[src/rtl/tslot_pkg.sv]
package tslot_pkg;

  typedef enum logic {
    POL_FIRST_FREE = 1'b0,
    POL_RESERVED   = 1'b1
  } policy_e;

  // True in the last slot of a rotation.
  function automatic logic rot_last(int idx, int nthr, logic reserved, logic res_slot);
    return (idx == nthr - 1) && (!reserved || res_slot);
  endfunction

  // Ordinary pointer for the next slot.
  function automatic int rot_next(int idx, int nthr, logic reserved, logic res_slot);
    if (rot_last(idx, nthr, reserved, res_slot)) return 0;
    if (reserved && !res_slot) return idx;
    return idx + 1;
  endfunction

endpackage

[src/rtl/tslot_sequencer.sv]
module tslot_sequencer
  import tslot_pkg::*;
#(
  parameter int NUM_THREADS = 8,
  localparam int IW = (NUM_THREADS > 1) ? $clog2(NUM_THREADS) : 1
) (
  input  logic          clk,
  input  logic          rst,
  input  logic          policy_i,
  output logic [IW-1:0] owner_o,
  output logic          res_slot_o,
  output logic          mode_o,
  output logic          last_o
);

  logic [IW-1:0] owner_q;
  logic          res_q;
  policy_e       mode_q;

  assign last_o     = rot_last(int'(owner_q), NUM_THREADS, mode_q == POL_RESERVED, res_q);
  assign owner_o    = owner_q;
  assign res_slot_o = res_q;
  assign mode_o     = (mode_q == POL_RESERVED);

  always_ff @(posedge clk) begin
    if (rst) begin
      owner_q <= '0;
      res_q   <= 1'b0;
      mode_q  <= policy_e'(policy_i);
    end else begin
      owner_q <= IW'(rot_next(int'(owner_q), NUM_THREADS, mode_q == POL_RESERVED, res_q));
      res_q   <= !last_o && (mode_q == POL_RESERVED) && !res_q;
      if (last_o) mode_q <= policy_e'(policy_i);
    end
  end

  // Reserved slots exist only under the reserved policy
  assert_res_slot_mode_R4: assert property (@(posedge clk) disable iff (rst)
    res_q |-> (mode_q == POL_RESERVED));

  // Owner pointer stays within the thread range
  assert_owner_range_R1: assert property (@(posedge clk) disable iff (rst)
    int'(owner_q) < NUM_THREADS);

  // The policy only moves at a rotation boundary
  assert_policy_hold_R8: assert property (@(posedge clk) disable iff (rst)
    !last_o |=> $stable(mode_q));

endmodule

[src/rtl/tslot_irq_tracker.sv]
module tslot_irq_tracker (
  input  logic clk,
  input  logic rst,
  input  logic req_i,
  input  logic grant_i,
  output logic pend_o
);

  logic pend_q;
  logic armed_q;
  logic capture;

  assign capture = req_i && armed_q && !pend_q;
  assign pend_o  = pend_q;

  always_ff @(posedge clk) begin
    if (rst) begin
      pend_q  <= 1'b0;
      armed_q <= 1'b1;
    end else begin
      if (grant_i)      pend_q <= 1'b0;
      else if (capture) pend_q <= 1'b1;
      if (!req_i)       armed_q <= 1'b1;
      else if (capture) armed_q <= 1'b0;
    end
  end

  // A grant is only given for a pending request
  assert_grant_pending_R7: assert property (@(posedge clk) disable iff (rst)
    grant_i |-> pend_q);

  // One grant per request: the pending flag clears after a grant
  assert_grant_clears_R7: assert property (@(posedge clk) disable iff (rst)
    grant_i |=> !pend_q);

endmodule

[src/rtl/tslot_issue_select.sv]
module tslot_issue_select #(
  parameter int NUM_THREADS = 8,
  localparam int IW = (NUM_THREADS > 1) ? $clog2(NUM_THREADS) : 1,
  localparam int TW = $clog2(NUM_THREADS + 1)
) (
  input  logic                   rst,
  input  logic [NUM_THREADS-1:0] ready_i,
  input  logic [IW-1:0]          owner_i,
  input  logic                   res_slot_i,
  input  logic                   mode_i,
  input  logic                   pend_i,
  output logic                   valid_o,
  output logic [TW-1:0]          tid_o,
  output logic                   irq_grant_o,
  output logic                   ord_fire_o
);

  localparam logic [TW-1:0] IRQ_TID = TW'(NUM_THREADS);

  always_comb begin
    valid_o     = 1'b0;
    tid_o       = '0;
    irq_grant_o = 1'b0;
    ord_fire_o  = 1'b0;
    if (!rst) begin
      if (res_slot_i) begin
        irq_grant_o = pend_i;
      end else if (ready_i[owner_i]) begin
        ord_fire_o = 1'b1;
      end else begin
        irq_grant_o = !mode_i && pend_i;
      end
      valid_o = ord_fire_o || irq_grant_o;
      if (irq_grant_o)     tid_o = IRQ_TID;
      else if (ord_fire_o) tid_o = TW'(owner_i);
    end
  end

endmodule

[src/rtl/tslot_sched.sv]
module tslot_sched #(
  parameter int NUM_THREADS = 8,
  localparam int IW = (NUM_THREADS > 1) ? $clog2(NUM_THREADS) : 1,
  localparam int TW = $clog2(NUM_THREADS + 1)
) (
  input  logic                   clk,
  input  logic                   rst,
  input  logic [NUM_THREADS-1:0] thread_ready,
  input  logic                   irq_req,
  input  logic                   policy_reserved,
  output logic                   issue_valid,
  output logic [TW-1:0]          issue_tid,
  output logic                   irq_ack
);

  logic [IW-1:0] owner;
  logic          res_slot;
  logic          mode_res;
  logic          rot_end;
  logic          pend;
  logic          irq_grant;
  logic          ord_fire;

  tslot_sequencer #(.NUM_THREADS(NUM_THREADS)) u_seq (
    .clk(clk), .rst(rst), .policy_i(policy_reserved),
    .owner_o(owner), .res_slot_o(res_slot), .mode_o(mode_res), .last_o(rot_end)
  );

  tslot_irq_tracker u_irq (
    .clk(clk), .rst(rst), .req_i(irq_req), .grant_i(irq_grant), .pend_o(pend)
  );

  tslot_issue_select #(.NUM_THREADS(NUM_THREADS)) u_sel (
    .rst(rst), .ready_i(thread_ready), .owner_i(owner), .res_slot_i(res_slot),
    .mode_i(mode_res), .pend_i(pend), .valid_o(issue_valid), .tid_o(issue_tid),
    .irq_grant_o(irq_grant), .ord_fire_o(ord_fire)
  );

  assign irq_ack = irq_grant;

  // An ordinary issue names a ready thread
  assert_ord_ready_R3: assert property (@(posedge clk) disable iff (rst)
    (issue_valid && int'(issue_tid) < NUM_THREADS) |-> thread_ready[issue_tid]);

  // Acknowledge coincides with an issue of the interrupt thread
  assert_ack_tid_R2: assert property (@(posedge clk) disable iff (rst)
    irq_ack |-> (issue_valid && int'(issue_tid) == NUM_THREADS));

  // Ordinary threads get at most every other slot in reserved mode
  assert_half_bw_R4: assert property (@(posedge clk) disable iff (rst)
    (mode_res && ord_fire) |=> !ord_fire);

  // Two pending clocks in reserved mode always include the service
  assert_latency_R5: assert property (@(posedge clk) disable iff (rst)
    (mode_res && $past(mode_res) && pend && $past(pend)) |-> irq_ack);

endmodule

[config.mk]
export PLATFORM = sky130hd
export DESIGN_NAME = tslot_sched
export DESIGN_NICKNAME = d
export VERILOG_FILES = /design/src/rtl/tslot_pkg.sv /design/src/rtl/tslot_sequencer.sv /design/src/rtl/tslot_irq_tracker.sv /design/src/rtl/tslot_issue_select.sv /design/src/rtl/tslot_sched.sv
export SDC_FILE = /design/constraint.sdc
export NUM_CORES = 1
export LEC_CHECK = 0
export ABC_CLOCK_PERIOD_IN_PS = 3900
export CAP_MARGIN = 20
export CORE_AREA = 2 2 39 41
export CTS_BUF_LIST = sky130_fd_sc_hd__clkbuf_16
export CTS_CLUSTER_SIZE = 20
export DETAILED_ROUTE_END_ITERATION = 6
export DIE_AREA = 0 0 41 43
export DONT_BUFFER_PORTS = 1
export SLEW_MARGIN = 20
export SYNTH_ARGS = -nofsm -noshare
export SYNTH_HDL_FRONTEND = slang
export SYNTH_SLANG_ARGS = --single-unit
[constraint.sdc]
create_clock -name clk -period 3.9 [get_ports clk]
set_input_delay 0.39 -clock clk [delete_from_list [all_inputs] [get_ports clk]]
set_output_delay 0.39 -clock clk [all_outputs]
set_load 0.01 [all_outputs]
# Yosys cells after proc, flatten, opt, wreduce, memory -nomap -nowiden
# Cells that the tools add are included.
# W data, S select, Z words.
# word_totals
register_bits	7
latch_bits	0
ramBits	0
mem_bits_ro	0
inputBits	12
out_inout_bits	6
mem_count	0
# classes
add_sub_neg	1
mul	0
n_div	0
order_cmp	1
eq_ne	2
shifts	0
mux	22
bitwise	1
reduce_logical	17
# op_table
operator	count
$mux W1	16
$mux W3	3
$mux W4	2
$logic_and A1 B1 Y1	7
$reduce_or A2 Y1	3
$logic_not A1 Y1	4
$lt A3 B4 Y1 const B	1
$add A3 B1 Y3 const B	1
$bmux W1 S3	1
$eq A3 B1 Y1 const B	1
$logic_or A1 B1 Y1	2
$ne A2 B2 Y1 const B	1
$reduce_bool A2 Y1	1
$not A1 Y1	1

# Longest topological paths before layout
# Gate-level depths: netlist (run 1).
# logic_depth
ltp_word	8
mapped_depth	6

# Modules after synthesis
# A second synthesis (run 1) with hierarchy kept.
# hier_totals
cells_unflattened	52
hier_area_um2	471.7
# modules_own_cells
mod	instances	cells_each	area_per_inst_um2	seq_area_each_um2
tslot_sequencer	1	21	230.2	110.1
tslot_issue_select	1	25	175.2	0.0
tslot_irq_tracker	1	6	66.3	40.0

# Worst setup path after synthesis (run 1)
# OpenSTA, ideal clock, no wires.
# synth_path
kind	reg-to-output
from	register u_seq.owner_q[1] (netlist: u_seq.owner_o[1])
to	output port issue_tid[3]
arrival_ps	1717
required_time_ps	3510
setup_slack_ps	1793
stages_incl_launch_ff	7
n_path_buf	2
path_cell_list	dfxtp_1 > buf_6 > mux2_2 > nor3b_1 > nor4_2 > o31ai_1 > buf_4
# synth_between
elab_chain_len	7
# synth_lines
item	line_no	rtl
start: declaration	tslot_sequencer.sv:16	logic [IW-1:0] owner_q;
start signal: assignment	tslot_sequencer.sv:31	owner_q <= IW'(rot_next(int'(owner_q), NUM_THREADS, mode_q == POL_RESERVED, res_q));
$bmux W1 S3	tslot_issue_select.sv:28	end else if (ready_i[owner_i]) begin
$mux W1 (not written as such)	tslot_issue_select.sv:28	
$mux W1	tslot_issue_select.sv:28	
$mux W1	tslot_issue_select.sv:26	if (res_slot_i) begin
$mux W1	tslot_issue_select.sv:25	if (!rst) begin
$mux W4	tslot_issue_select.sv:34	if (irq_grant_o) tid_o = IRQ_TID;
$mux W4	tslot_issue_select.sv:25	
end: declaration	tslot_sched.sv:12	output logic [TW-1:0] issue_tid,
# Every way passes these cells. The select of a mux whose other input is x is not followed.

# Worst setup path after layout (run 1)
# Ends and elaborated chain as after synthesis.

==> results of run 1 <==
layout make-up:
class | count | share of cell area, %
clock buffer | 3 | 13.51
tap | 16 | 3.604
clock inverter | 1 | 0.6757
multi-input combinational | 41 | 55.18
sequential | 7 | 27.03
logic make-up after synthesis:
group / share of synthesized area, %
AND/OR/NAND/NOR: 33.16
AO/OA/AOI/OAI: 18.00
flip-flops: 30.85
buffers and inverters: 6.170
multiplexers: 6.684
adder cells (fa/ha/maj): 5.141
power breakdown:
part           leakage [nW]  internal (mW)  total [mW]  switching, mW
combinational         0.120         0.0178      0.0341         0.0163
clock                0.0423          0.133       0.170         0.0368
sequential           0.0593         0.0794      0.0887        0.00928
total                 0.221          0.230       0.293         0.0624
layer usage:
metal,vias up,GRT usage [%],share of wire [%],routed length [µm]
met1,161,13.77,48,412
met2,10,11.88,44,377
li1,186,-,-,-
met5,-,0,0,0
met4,0,16.00,2.7,23
met3,2,4.712,5.4,46
flip-flops by register name, indices dropped and copies added (netlist names):
name	cells
u_irq.armed_q	1
u_seq.res_slot_o	1
u_seq.owner_o	3
u_irq.pend_o	1
u_seq.mode_o	1
worst max-delay path: stages (launching register included):
cell	delay (ps)
dfxtp_1	510
mux2_2	380
nor3b_1	250
nor4_2	120
o31ai_1	620
per-stage QoR:
step / util (%) / cells / setup slack [ps] / power [mW] / hold WS, ps
global placement: 34.45 / 64 / 1677 / 0.1233 / 456.0
CTS: 40.14 / 68 / 1392 / 0.2961 / 226.6
detailed placement: 34.45 / 64 / 1643 / 0.1244 / 460.5
global route: 40.14 / 68 / 1263 / 0.3037 / 225.4
floorplan: - / 53 / 1793 / 0.1231 / 443.9
finish: 40.14 / 68 / 1409 / 0.2927 / 230.0
layout by cell type (no fill, tap or decap):
cell	instances
clkbuf_16	3
o2bb2ai_1	2
nand3b_1	2
mux2_2	2
dfxtp_1	6
a211oi_1	1
a21o_1	1
edfxtp_1	1
and3_1	2
ha_1	2
nor3_1	1
inv_1	1
and2b_4	1
nand2_1	3
mux2i_1	1
a21oi_1	4
nor3b_2	1
nor4_2	1
and3_4	1
nor2_1	8
a2111oi_4	1
o31ai_1	1
nor2b_1	1
nand2b_1	2
nor3b_1	3
path summary, 6_finish.rpt:
| path | start | end | slack (ps) |
|---|---|---|---|
| worst max-delay path | u_seq.owner_o[1] | issue_tid[3] | 1410 |
| worst max register to register | u_seq.owner_o[1] | u_irq.pend_o | 2390 |
| worst min-delay path | rst | u_seq.res_slot_o | 230 |
| worst min register to register | u_irq.armed_q | u_irq.armed_q | 470 |
==> results.json, run 1 <==
{
  "wire_per_inst_um": 12.63,
  "die_w_um": 41,
  "grt_pass1_wl_um": 1200,
  "outcome": "complete, no violations",
  "ys_seq_area_share_pct": 30.85,
  "vias": 359,
  "async_flop_share_pct": 0,
  "start_kind": "register",
  "routed_wl_um": 859,
  "antenna_found_initial": 0,
  "cts.repair.resized": 0,
  "synth-edff-count": 1,
  "drt-initial-drc-count": 4,
  "relSlewSlack_pct": 53.58,
  "synthFlopType": "dfxtp_1",
  "rows": 14,
  "io_buffers": 0,
  "cts-root-buf": "clkbuf_16",
  "fp.dieH_um": 43,
  "r2r_cells": 4,
  "hold_depth": 1,
  "yosys.cell_count.top_type": "nor2_1",
  "dp_hpwl_um": 641.6,
  "synth_top_area_cell": "dfxtp_1",
  "min_period_ps": 2491,
  "grt_pass1_vias": 276,
  "p_leak_nw": 0.2214,
  "dr.pass1.iters": 4,
  "max_freq_mhz": 401.4,
  "synth_area_leaders": "dfxtp_1 25%, edfxtp_1 6.2%, nor2_1 6.2%, a2111oi_4 5.7%, ha_1 5.1%",
  "fin_worst_skew_ps": 0.4269,
  "syn_area_um2": 486.7,
  "synthesis.nets": 67,
  "rsz0062_at_grt": "false",
  "power_density_nw_per_um2": 526.9,
  "ctsHtreeMaxLevel": 1,
  "setup_viol": 0,
  "overflow": 0,
  "min_path_type": "in2reg",
  "cts.sinks": 7,
  "initial_core_util_pct": 35.17,
  "tightestPinTransition_ps": 690.4,
  "synth.distinct_cells": 26,
  "post_cts_buffers": 0,
  "cts_buffer_depth": 2,
  "ctsHoldBuffers": 0,
  "grt_max_degree": 11,
  "crit_type": "reg2out",
  "synth_commonest_cells": "8 x nor2_1, 6 x dfxtp_1, 4 x a21oi_1",
  "place_congestion": 0.5946,
  "drive_gt1_share_pct": 19.23,
  "num_antenna_cells": 0,
  "path_clk_slew_ps": 40,
  "dpl_cell_area_um2": 476.7,
  "synth_cells": 53,
  "cts-buffers-inserted": 3,
  "finalHoldViolations": 0,
  "worst_ep_arrival_time_ps": 2100,
  "fin_tns_setup_ps": 0,
  "fin_nets": 67,
  "areaGrowthSynthToFinish_pct": 14.14,
  "grt.total_usage_pct": 11.41,
  "period_share_pct": 63.88,
  "yosysWarnings": 0,
  "drv_cap": 0,
  "yosys.area.top_type_share_pct": 24.68,
  "cts_tree": "built",
  "fillers": 146,
  "clk_latency_ps": 230,
  "slew_violations": 0,
  "ant_nets": 0,
  "final_cell_area_um2": 555.5,
  "cp_max_fo": 8,
  "boundaryPins": 18,
  "design.die.area_um2": 1763,
  "synth_seq_cells": 7,
  "core_um2": 1384,
  "multiInputGateArea_um2": 306.5,
  "viasPerCell": 5.279,
  "cp_data_required_time_ps": 3510,
  "ir_drop_uv": 178.5,
  "drc_errors": 0,
  "seqCellArea_um2": 150.1,
  "cp-end-kind": "primary output",
  "syn_avg_cell_area_um2": 9.183
}
Note: power is estimated with default switching activity, not from simulation.
==> run 2, diff against run 1 <==
Settings changed: ABC_AREA from default to 1, ABC_CLOCK_PERIOD_IN_PS 3900 to 2300.
Clock period 3.9 ns to 2.3 ns, I/O delays scaled along.
==> results.json, run 2 <==
{
  "synth-simple-area-share_pct": 33.78,
  "layout_setup_ws_ps": 616.7,
  "design.die.area_um2": 1763,
  "drt-initial-drc-count": 3,
  "fp.dieH_um": 43,
  "pre_cts_ws_ps": 846.5,
  "wire_per_inst_um": 9.292,
  "synth_top_area_cell": "dfxtp_1",
  "boundaryPins": 18,
  "fin_nets": 88,
  "cpPeakStageDelay_ps": 470,
  "cp-end-kind": "primary output",
  "ir_drop_uv": 412.8,
  "num_antenna_cells": 0,
  "ys_seq_area_share_pct": 32.17,
  "place_congestion": 0.7023,
  "synth_area_leaders": "dfxtp_1 26%, inv_1 14%, nand2_1 14%, edfxtp_1 6.4%, nor2_1 5.6%",
  "synth_seq_cells": 7,
  "min_period_ps": 1683,
  "final_cell_area_um2": 558.0,
  "worst_ep_arrival_time_ps": 1450,
  "slew_violations": 0,
  "dpl_cell_area_um2": 479.2,
  "cts.repair.resized": 0,
  "holdWs_ps": 72.57,
  "drc_errors": 0,
  "cpLargestDelayFamily": "simple AND/OR/NAND/NOR gates",
  "synth.distinct_cells": 19,
  "start_kind": "register",
  "cts-buffers-inserted": 3,
  "syn_avg_cell_area_um2": 6.667,
  "synth_cells": 70,
  "power_frac_seq_pct": 28.8,
  "io_buffers": 0,
  "cts_tree": "built",
  "total_power_mw": 0.5229,
  "synth_top_family_by_area": "simple AND/OR/NAND/NOR gates",
  "ctsHtreeMaxLevel": 1,
  "dr.pass1.iters": 3,
  "relSlewSlack_pct": 74.76,
  "layout_commonest_cell": "inv_1",
  "die_w_um": 41,
  "period_share_pct": 73.19,
  "yosys.area.top_type_share_pct": 25.74,
  "finalHoldViolations": 0,
  "cp_data_required_time_ps": 2070,
  "max_freq_mhz": 594.1,
  "cts.sinks": 7,
  "p_sw_share_pct": 24.36,
  "cp_num_buf_inv": 0,
  "areaGrowthSynthToFinish_pct": 19.57,
  "tightestPinTransition_ps": 377.2,
  "p_clk_share_pct": 54.7,
  "utilization_pct": 40.33,
  "final_cell_count_no_fill": 89,
  "yosysWarnings": 0,
  "core_um2": 1384,
  "crit_type": "reg2out",
  "ant_nets": 0,
  "routed_wl_um": 827,
  "crit_chain": "nand2_1 > nand3_1 > nand3_2 > nand3_4 > nand2_1 > nor2_1",
  "p_int_mw": 0.3955,
  "power_density_nw_per_um2": 936.9,
  "largest_reg_flops": 3,
  "grt_max_degree": 9,
  "p_sw_mw": 0.1273,
  "rsz0062_at_grt": "false",
  "p_leak_nw": 0.3082,
  "fillers": 165,
  "pwr-share-comb_pct": 16.4,
  "cts_buffer_depth": 2,
  "fin_worst_skew_ps": 0.4029,
  "initial_core_util_pct": 33.73,
  "layout_common_cells": "19 x inv_1, 18 x nand2_1, 7 x nor2_1",
  "outcome": "complete, no violations",
  "synth_commonest_cells": "18 x inv_1, 18 x nand2_1, 7 x nor2_1",
  "fin_tns_setup_ps": 0,
  "antenna_found_initial": 0,
  "path_clk_slew_ps": 30,
  "synthAdderAreaFrac_pct": 5.362,
  "synth_compound_area_share_pct": 9.920,
  "ctsHoldBuffers": 0,
  "cp_common_cell": "nand2_1",
  "drive_gt1_share_pct": 13.70,
  "placedCellCount": 85,
  "setup_viol": 0,
  "grt_pass1_vias": 404,
  "clk_latency_ps": 230,
  "grt.total_usage_pct": 12.47,
  "cp_max_fo": 8,
  "synthFlopType": "dfxtp_1",
  "crit_slowest_cell": "dfxtp_1",
  "overflow": 0,
  "synthesis.nets": 84,
  "cts-root-buf": "clkbuf_16",
  "drv_cap": 0,
  "rows": 14,
  "muxShareOfSynthArea_pct": 0,
  "vias": 416,
  "async_flop_share_pct": 0,
  "grt_pass1_wl_um": 1421,
  "min_path_type": "in2reg",
  "synth-edff-count": 1,
  "syn_area_um2": 466.7,
  "synth_xor_area_share_pct": 1.877,
  "post_cts_buffers": 0,
  "dp_hpwl_um": 663.1,
  "viasPerCell": 4.674
}
-- run 2: cell count changes after synthesis, moves of 3 or more --
cell / previous run / this run
a21oi_1: 4 / 1
nand2_1: 3 / 18
clkbuf_1: 3 / 0
inv_1: 0 / 18
nor3b_1: 3 / 0
nand3_1: 0 / 3
-- run 2: final cells by class --
| class | count | area, µm² | area share (%) |
|---|---|---|---|
| flip-flops and latches | 7 | 150.1 | 26.91 |
| clock buffers | 3 | 75.07 | 13.45 |
| well taps | 16 | 20.02 | 3.587 |
| inverters | 19 | 71.32 | 12.78 |
| clock inverters | 1 | 3.754 | 0.6726 |
| multi-input cells | 43 | 237.7 | 42.60 |
-- run 2: power by group through the flow --
stage	logic (mW)	registers [mW]	clock network [mW]
2_1_floorplan	0.0775	0.149	0
3_3_place_gp	0.0866	0.152	0
3_5_place_dp	0.0871	0.152	0
4_1_cts	0.0879	0.151	0.293
5_1_grt	0.100	0.152	0.302
6_report	0.0859	0.151	0.286
-- run 2: logic make-up after synthesis --
| group | Yosys count |
|---|---|
| xor gates and xnor gates | 1 |
| and+or+nand+nor | 33 |
| DFF | 7 |
| buffers and inverters | 20 |
| AOI/OAI and AO/OA | 7 |
| adders and majority gates | 2 |
-- run 2: worst paths after layout --
kind / from / endpoint / slack, ps / depth (start not counted)
min reg2reg: u_irq.armed_q / u_irq.armed_q / 460 / 2
max: u_seq.owner_o[0] / irq_ack / 620 / 6
max reg2reg: u_seq.owner_o[0] / u_seq.mode_o / 930 / 4
min: rst / u_seq.res_slot_o / 70 / 1
-- run 2: worst reg2reg max path, cell delays in order (launching register included) --
cell,delay [ps]
dfxtp_1,380
ha_1,230
ha_1,170
a21oi_1,230
inv_1,100
-- run 2: routing by layer --
layer | up-vias | part of all wire (%) | GRT usage (%)
li1 | 216 | - | -
met3 | 2 | 9.2 | 6.283
met5 | - | 0 | 0
met1 | 187 | 46 | 12.62
met2 | 11 | 44 | 18.13
met4 | 0 | 1.1 | 10.00
==> run 3, diff against run 2 <==
Settings changed: ABC_CLOCK_PERIOD_IN_PS 2300 to 1400.
Clock period 2.3 ns to 1.4 ns, I/O delays scaled along.
==> results.json, run 3 (same netlist as run 2, synthesis figures left out) <==
{
  "setup_viol": 3,
  "ctsHtreeMaxLevel": 1,
  "layout_common_cells": "18 x inv_1, 17 x nand2_1, 5 x nor2_1, 5 x buf_4",
  "design.die.area_um2": 1763,
  "boundaryPins": 18,
  "die_w_um": 41,
  "power_density_nw_per_um2": 1385,
  "io_buffers": 0,
  "vias": 445,
  "cp_num_buf_inv": 2,
  "dp_hpwl_um": 721.5,
  "layout_setup_ws_ps": -13.70,
  "initial_core_util_pct": 33.73,
  "fp.dieH_um": 43,
  "cts-buffers-inserted": 3,
  "grt_pass1_vias": 424,
  "max_freq_mhz": 707.4,
  "tightestPinTransition_ps": 220.9,
  "outcome": "finished, violations left",
  "ant_nets": 0,
  "cts-root-buf": "clkbuf_16",
  "cpPeakStageDelay_ps": 370,
  "drv_cap": 0,
  "final_cell_area_um2": 686.9,
  "min_period_ps": 1414,
  "fin_tns_setup_ps": -40.14,
  "cp_max_fo": 8,
  "overflow": 0,
  "cts_tree": "built",
  "slew_violations": 0,
  "fin_worst_skew_ps": 0.5897,
  "start_kind": "register",
  "violations": "setup timing",
  "fin_nets": 97,
  "cp_data_required_time_ps": 1260,
  "dr.pass1.iters": 3,
  "rows": 14,
  "cts.sinks": 7,
  "largest_reg_flops": 3,
  "antenna_found_initial": 0,
  "cts_buffer_depth": 2,
  "drc_errors": 0,
  "holdWs_ps": 103.5,
  "crit_chain": "inv_4 > nand2_1 > nand3_1 > nand3_2 > nand3_4 > nand2_2 > nor2_2 > buf_6",
  "num_antenna_cells": 0,
  "core_um2": 1384,
  "clk_latency_ps": 230,
  "relSlewSlack_pct": 85.26,
  "path_clk_slew_ps": 40,
  "crit_slowest_cell": "dfxtp_4",
  "dpl_cell_area_um2": 494.2,
  "grt_pass1_wl_um": 1621,
  "ir_drop_uv": 1013,
  "min_path_type": "in2reg",
  "layout_commonest_cell": "inv_1",
  "drt-initial-drc-count": 6,
  "place_congestion": 0.7028,
  "cpLargestDelayFamily": "simple AND/OR/NAND/NOR gates",
  "cp-end-kind": "primary output",
  "routed_wl_um": 1058,
  "viasPerCell": 4.541,
  "grt_max_degree": 9,
  "utilization_pct": 49.64,
  "pre_cts_ws_ps": 82.70,
  "wire_per_inst_um": 10.80,
  "grt.total_usage_pct": 14.27,
  "drive_gt1_share_pct": 31.71,
  "areaGrowthSynthToFinish_pct": 47.18,
  "p_leak_nw": 0.3635,
  "finalHoldViolations": 0,
  "period_share_pct": 101.0,
  "worst_ep_arrival_time_ps": 1270,
  "rsz0062_at_grt": "true",
  "crit_type": "reg2out"
}
[run 3: cell types whose count changed in the layout (fill, tap and decap cells not counted), moves of 2 or more]
cell | previous run | this run
buf_4 | 0 | 5
buf_6 | 0 | 2
dfxtp_1 | 6 | 4
dlygate4sd3_1 | 0 | 2
nand3_1 | 3 | 1
nand3_2 | 2 | 4
nor2_1 | 7 | 5
nor2_2 | 0 | 2
[run 3: through the flow]
stage	cells	power (mW)
finish	98	0.9512
global placement	87	0.3965
global route	98	1.002
CTS	94	0.8997
detailed placement	87	0.3990
floorplan	70	0.3723
[run 3: metal layers]
layer | wire, µm | vias to the layer above | GRT usage (%)
met5 | 0 | - | 0
met4 | 8 | 0 | 6.000
met3 | 68 | 2 | 6.283
met2 | 578 | 11 | 24.38
met1 | 402 | 199 | 13.87
li1 | - | 233 | -
[run 3: path summary, 6_finish.rpt]
path | slack [ps] | cells after the start | start | end
hold reg to reg | 490 | 2 | u_irq.armed_q | u_irq.armed_q
setup reg to reg | 70 | 9 | u_seq.owner_o[0] | u_irq.pend_o
hold / removal | 100 | 3 | rst | u_seq.owner_o[0]
setup / recovery | -10 | 8 | u_seq.owner_o[0] | irq_ack
[run 3: final cells by class]
| cell class | instances | area (µm²) |
|---|---|---|
| Tap cell | 16 | 20.02 |
| Fill cell | 140 | 696.9 |
| Clock inverter | 1 | 3.754 |
| Inverter | 19 | 73.82 |
| Sequential cell | 7 | 155.1 |
| Clock buffer | 3 | 75.07 |
| Timing Repair Buffer | 9 | 80.08 |
| Multi-Input combinational cell | 43 | 279.0 |
[run 3: repair_timing]
item | CTS | global route
gates resized for setup | 4 | 12
endpoints found under the hold margin | 1 | 1
hold buffers | 1 | 1
pin swaps | 3 | 5
buffers inserted | 2 | 3
endpoints found under the setup margin | 6 | 7
[run 3: where the power goes]
group	switching [mW]	total [mW]	internal (mW)
Sequential	0.0267	0.255	0.229
Combinational	0.116	0.223	0.107
Clock	0.102	0.473	0.371
Total	0.245	0.951	0.707
[run 3: worst reg2reg max path: stages (launching register included)]
cell,delay (ps)
dfxtp_4,390
inv_4,50
nand2_1,60
nand3_1,80
nand3_2,110
nand3_4,90
buf_6,140
buf_4,120
buf_4,120
a21oi_2,110
